==> config.mk <==
export PLATFORM = sky130hd
export DESIGN_NAME = qmac_unit
export DESIGN_NICKNAME = d
export VERILOG_FILES = /design/src/rtl/qmac_unit.sv
export SDC_FILE = /design/constraint.sdc
export NUM_CORES = 2
export LEC_CHECK = 0
export CORE_MARGIN = 3
export CORE_UTILIZATION = 50
export CTS_BUF_LIST = sky130_fd_sc_hd__clkbuf_2 sky130_fd_sc_hd__clkbuf_4 sky130_fd_sc_hd__clkbuf_8
export CTS_CLUSTER_SIZE = 14
export DETAILED_ROUTE_END_ITERATION = 7
export GPL_TIMING_DRIVEN = 0
export PLACE_DENSITY = 0.78
export SLEW_MARGIN = 20
export SYNTH_ARGS = -nofsm -noshare
export SYNTH_HDL_FRONTEND = slang
export SYNTH_SLANG_ARGS = --single-unit
==> constraint.sdc <==
create_clock -name clk -period 20.6 [get_ports clk]
set_input_delay 3.09 -clock clk [delete_from_list [all_inputs] [get_ports clk]]
set_output_delay 3.09 -clock clk [all_outputs]
set_load 0.01 [all_outputs]
==> src/rtl/qmac_unit.sv <==
module qmac_unit #(
  parameter int HW = 16
) (
  input  logic              clk,
  input  logic              rst_n,
  input  logic              in_valid,
  input  logic [1:0]        sel,
  input  logic              rnd,
  input  logic              word_mode,
  input  logic              xlen64,
  input  logic [4*HW-1:0]   rs1,
  input  logic [4*HW-1:0]   rs2,
  input  logic [4*HW-1:0]   acc,
  output logic              out_valid,
  output logic [4*HW-1:0]   result
);
  localparam int WW = 2 * HW;
  localparam int DW = 4 * HW;
  localparam logic [WW:0] HRND = (WW+1)'(1) << (HW - 2);
  localparam logic [DW:0] WRND = (DW+1)'(1) << (WW - 2);

  logic [WW-1:0] lane_sum [2];

  for (genvar g = 0; g < 2; g++) begin : g_lane
    logic signed [HW-1:0] ha, hb;
    logic signed [WW-1:0] hprod;
    logic signed [WW:0]   hsum, hsh;
    assign ha    = sel[1] ? rs1[WW*g+HW +: HW] : rs1[WW*g +: HW];
    assign hb    = sel[0] ? rs2[WW*g+HW +: HW] : rs2[WW*g +: HW];
    assign hprod = WW'(ha) * WW'(hb);
    assign hsum  = {hprod[WW-1], hprod} + (rnd ? HRND : '0);
    assign hsh   = hsum >>> (HW - 1);
    assign lane_sum[g] = acc[WW*g +: WW] + hsh[WW-1:0];
  end

  logic signed [WW-1:0] wa, wb;
  logic signed [DW-1:0] wprod;
  logic signed [DW:0]   wsum, wsh;
  logic [DW-1:0]        word_sum;
  assign wa       = sel[1] ? rs1[DW-1:WW] : rs1[WW-1:0];
  assign wb       = sel[0] ? rs2[DW-1:WW] : rs2[WW-1:0];
  assign wprod    = DW'(wa) * DW'(wb);
  assign wsum     = {wprod[DW-1], wprod} + (rnd ? WRND : '0);
  assign wsh      = wsum >>> (WW - 1);
  assign word_sum = acc + wsh[DW-1:0];

  logic [DW-1:0] next_res;
  always_comb begin
    if (word_mode)   next_res = word_sum;
    else if (xlen64) next_res = {lane_sum[1], lane_sum[0]};
    else             next_res = {{WW{1'b0}}, lane_sum[0]};
  end

  always_ff @(posedge clk) begin
    if (!rst_n) begin
      out_valid <= 1'b0;
      result    <= '0;
    end else begin
      out_valid <= in_valid;
      if (in_valid) result <= next_res;
    end
  end
endmodule

==> metrics.txt <==
die area 133000 µm²; Hold-fix buffers, CTS 0; initial antenna violation count 22; GRT overflow 0; clk_lat worst skew 0.39 ns; critical setup path kind input pin to register; H-tree levels 3; max cap viols 0; Critical Path RT 20.85 ns; outcome finished clean; via count 55260; Top cell by count, worst path fa_1; worst hold slack 0.4760 ns; Main synth FF type dfxtp_1; Mean Syn Cell Area 8.610 µm²; TritonCTS Buffers 9; period utilization 0.9202; via/cell ratio 5.856; syn_nets 9764; Initial Utilization 0.5079; R2R setup slack 19.20 ns; Post-synth EDFFs 0; CTS tree yes; Inst Count DP 9410; instance count of the mapped netlist 7474; core area 126700 µm²; Min-Delay Path Class register to register; Ys Warns 0; min Tclk post-route 18.96 ns; pre-CTS WS 1.491 ns; vias in the first global route 58870; gpl congestion 1.074; DRC viols 0; DP HPWL 233.5 mm; final cell count without fillers 9437; Fillers 11800; Clock Sink Count 65; worst clock skew 0 ns; first-pass GRT wire length 394.4 mm; CTS resizes 0; pin count of the biggest net entering global routing 25; Routed WL per cell 28.44 µm; Worst EP arrival 19.21 ns; Clock Path Buffers 2; Global Route Usage Sum 0.4132; layout cells sized above 1 0.02341; Chip Width 364.8 µm; share of flip-flops with an asynchronous set or reset 0; Mapped Area 64350 µm²; synth unique cells 98; Setup Viol. Count Final 0; post-CTS setup buffers 0; RSZ-0062 raised after global routing false; Crit Path Max Fanout 16; die height 364.8 µm; Area Overhead vs Synth 8.537%; CTS clk-pin slew, worst paths 0.07 ns; fmax 52.75 MHz; Fin. Hold Viols 0; IO Pins 265; Startpoint Class input pin; WL final 268.4 mm; site row count 130; initial DRC count 4949; post-route setup slack 1.644 ns; worst-margin pin slew 1.334 ns; sequential-to-total area share from yosys stat 0.02022; root buf cell clkbuf_8; crit path max-delay cell type o21a_1; endpoint class of the critical path register; CP max stage delay 0.97 ns; synthesized flop and latch total 65; Port Buf Inserts 261; antenna-violating nets left 0; worst rel slew slack 0.1104; Initial DRT Pass Iterations 8; Final Net Count 10060; Slew Limit Fails 0
-- through the flow --
stage / TNS, ns / area [µm²] / util
2_1_floorplan: 0 / 64350 / -
3_3_place_gp: -0.7256 / 69030 / 0.5448
3_5_place_dp: 0 / 69570 / 0.5491
4_1_cts: 0 / 69770 / 0.5507
5_1_grt: 0 / 69830 / 0.5511
6_report: 0 / 69850 / 0.5512
-- synthesized netlist by cell type, types with 35 or more instances --
master	number	area, µm²
nor2b_1	52	325.3
clkbuf_1	269	1010
o21a_1	72	540.5
fa_1	1621	32450
a211oi_1	37	277.8
nor2_1	876	3288
o21ai_1	45	225.2
ha_1	469	5868
nand2_1	1017	3817
a21oi_1	277	1386
nand2b_1	67	419.2
nand3_1	45	225.2
dfxtp_1	65	1301
xor2_1	50	437.9
inv_1	1590	5968
o21ai_0	175	875.8
a21o_1	122	915.9
nor3_1	35	175.2
xnor2_1	149	1305
-- cell type report --
cell class	instances	area (µm²)	area share
multi-input cells	5527	56230	0.8050
inverters	1591	5972	0.08550
repair buffers	287	2927	0.04190
well taps	1650	2064	0.02956
flip-flops and latches	65	1301	0.01863
plain buffers	291	1120	0.01603
clock buffers	12	165.2	0.002365
clock inverters	2	37.54	0.0005374
diodes	12	30.03	0.0004299
-- critical path, delay by kind of cell --
family | cells | cell delay [ns]
AOI/OAI and AO/OA | 18 | 6.09
xor gates and xnor gates | 2 | 0.71
adders and majority gates | 10 | 5.31
buffers and inverters | 9 | 2.71
and+or+nand+nor | 4 | 1.21
-- worst paths after layout --
check	startpoint	to	cells past startpoint
min reg2reg	result[31]	result[31]	2
max reg2reg	result[60]	result[60]	4
max	sel[1]	result[61]	43
min	result[31]	result[31]	2
-- registers in the layout, summed over array words and instances, names as in the netlist --
signal,count
result,64
out_valid,1
-- metal layers --
metal | routed length, µm | track usage
met2 | 117100 | 0.6351
met5 | 235 | 0.01017
met3 | 31830 | 0.1389
met1 | 93780 | 0.4848
met4 | 25500 | 0.2968
-- kinds of logic (layout without fill, tap and decap cells) --
logic type,count (synthesis),after routing,synth area share
DFF,65,65,0.02022
xor gates and xnor gates,203,203,0.02831
buffers and inverters,1882,2183,0.1100
and+or+nand+nor,2258,2258,0.1458
muxes,41,41,0.006941
other,0,12,0
AOI/OAI and AO/OA,935,935,0.09329
adders and majority gates,2090,2090,0.5955
-- cell usage in the layout, fill, tap and decap left out, drive strengths merged, types with 122 or more instances in the layout --
master	Yosys	layout
clkdlybuf4s50	0	261
xnor2	151	151
a21oi	280	280
nand2	1018	1018
ha	469	469
fa	1621	1621
inv	1590	1590
nor2	876	876
o21ai	220	220
clkbuf	269	282
a21o	122	122
Power is left out: the tool's default activity adds up to more than one toggle a clock period on the data nets, which glitch-free logic cannot reach.
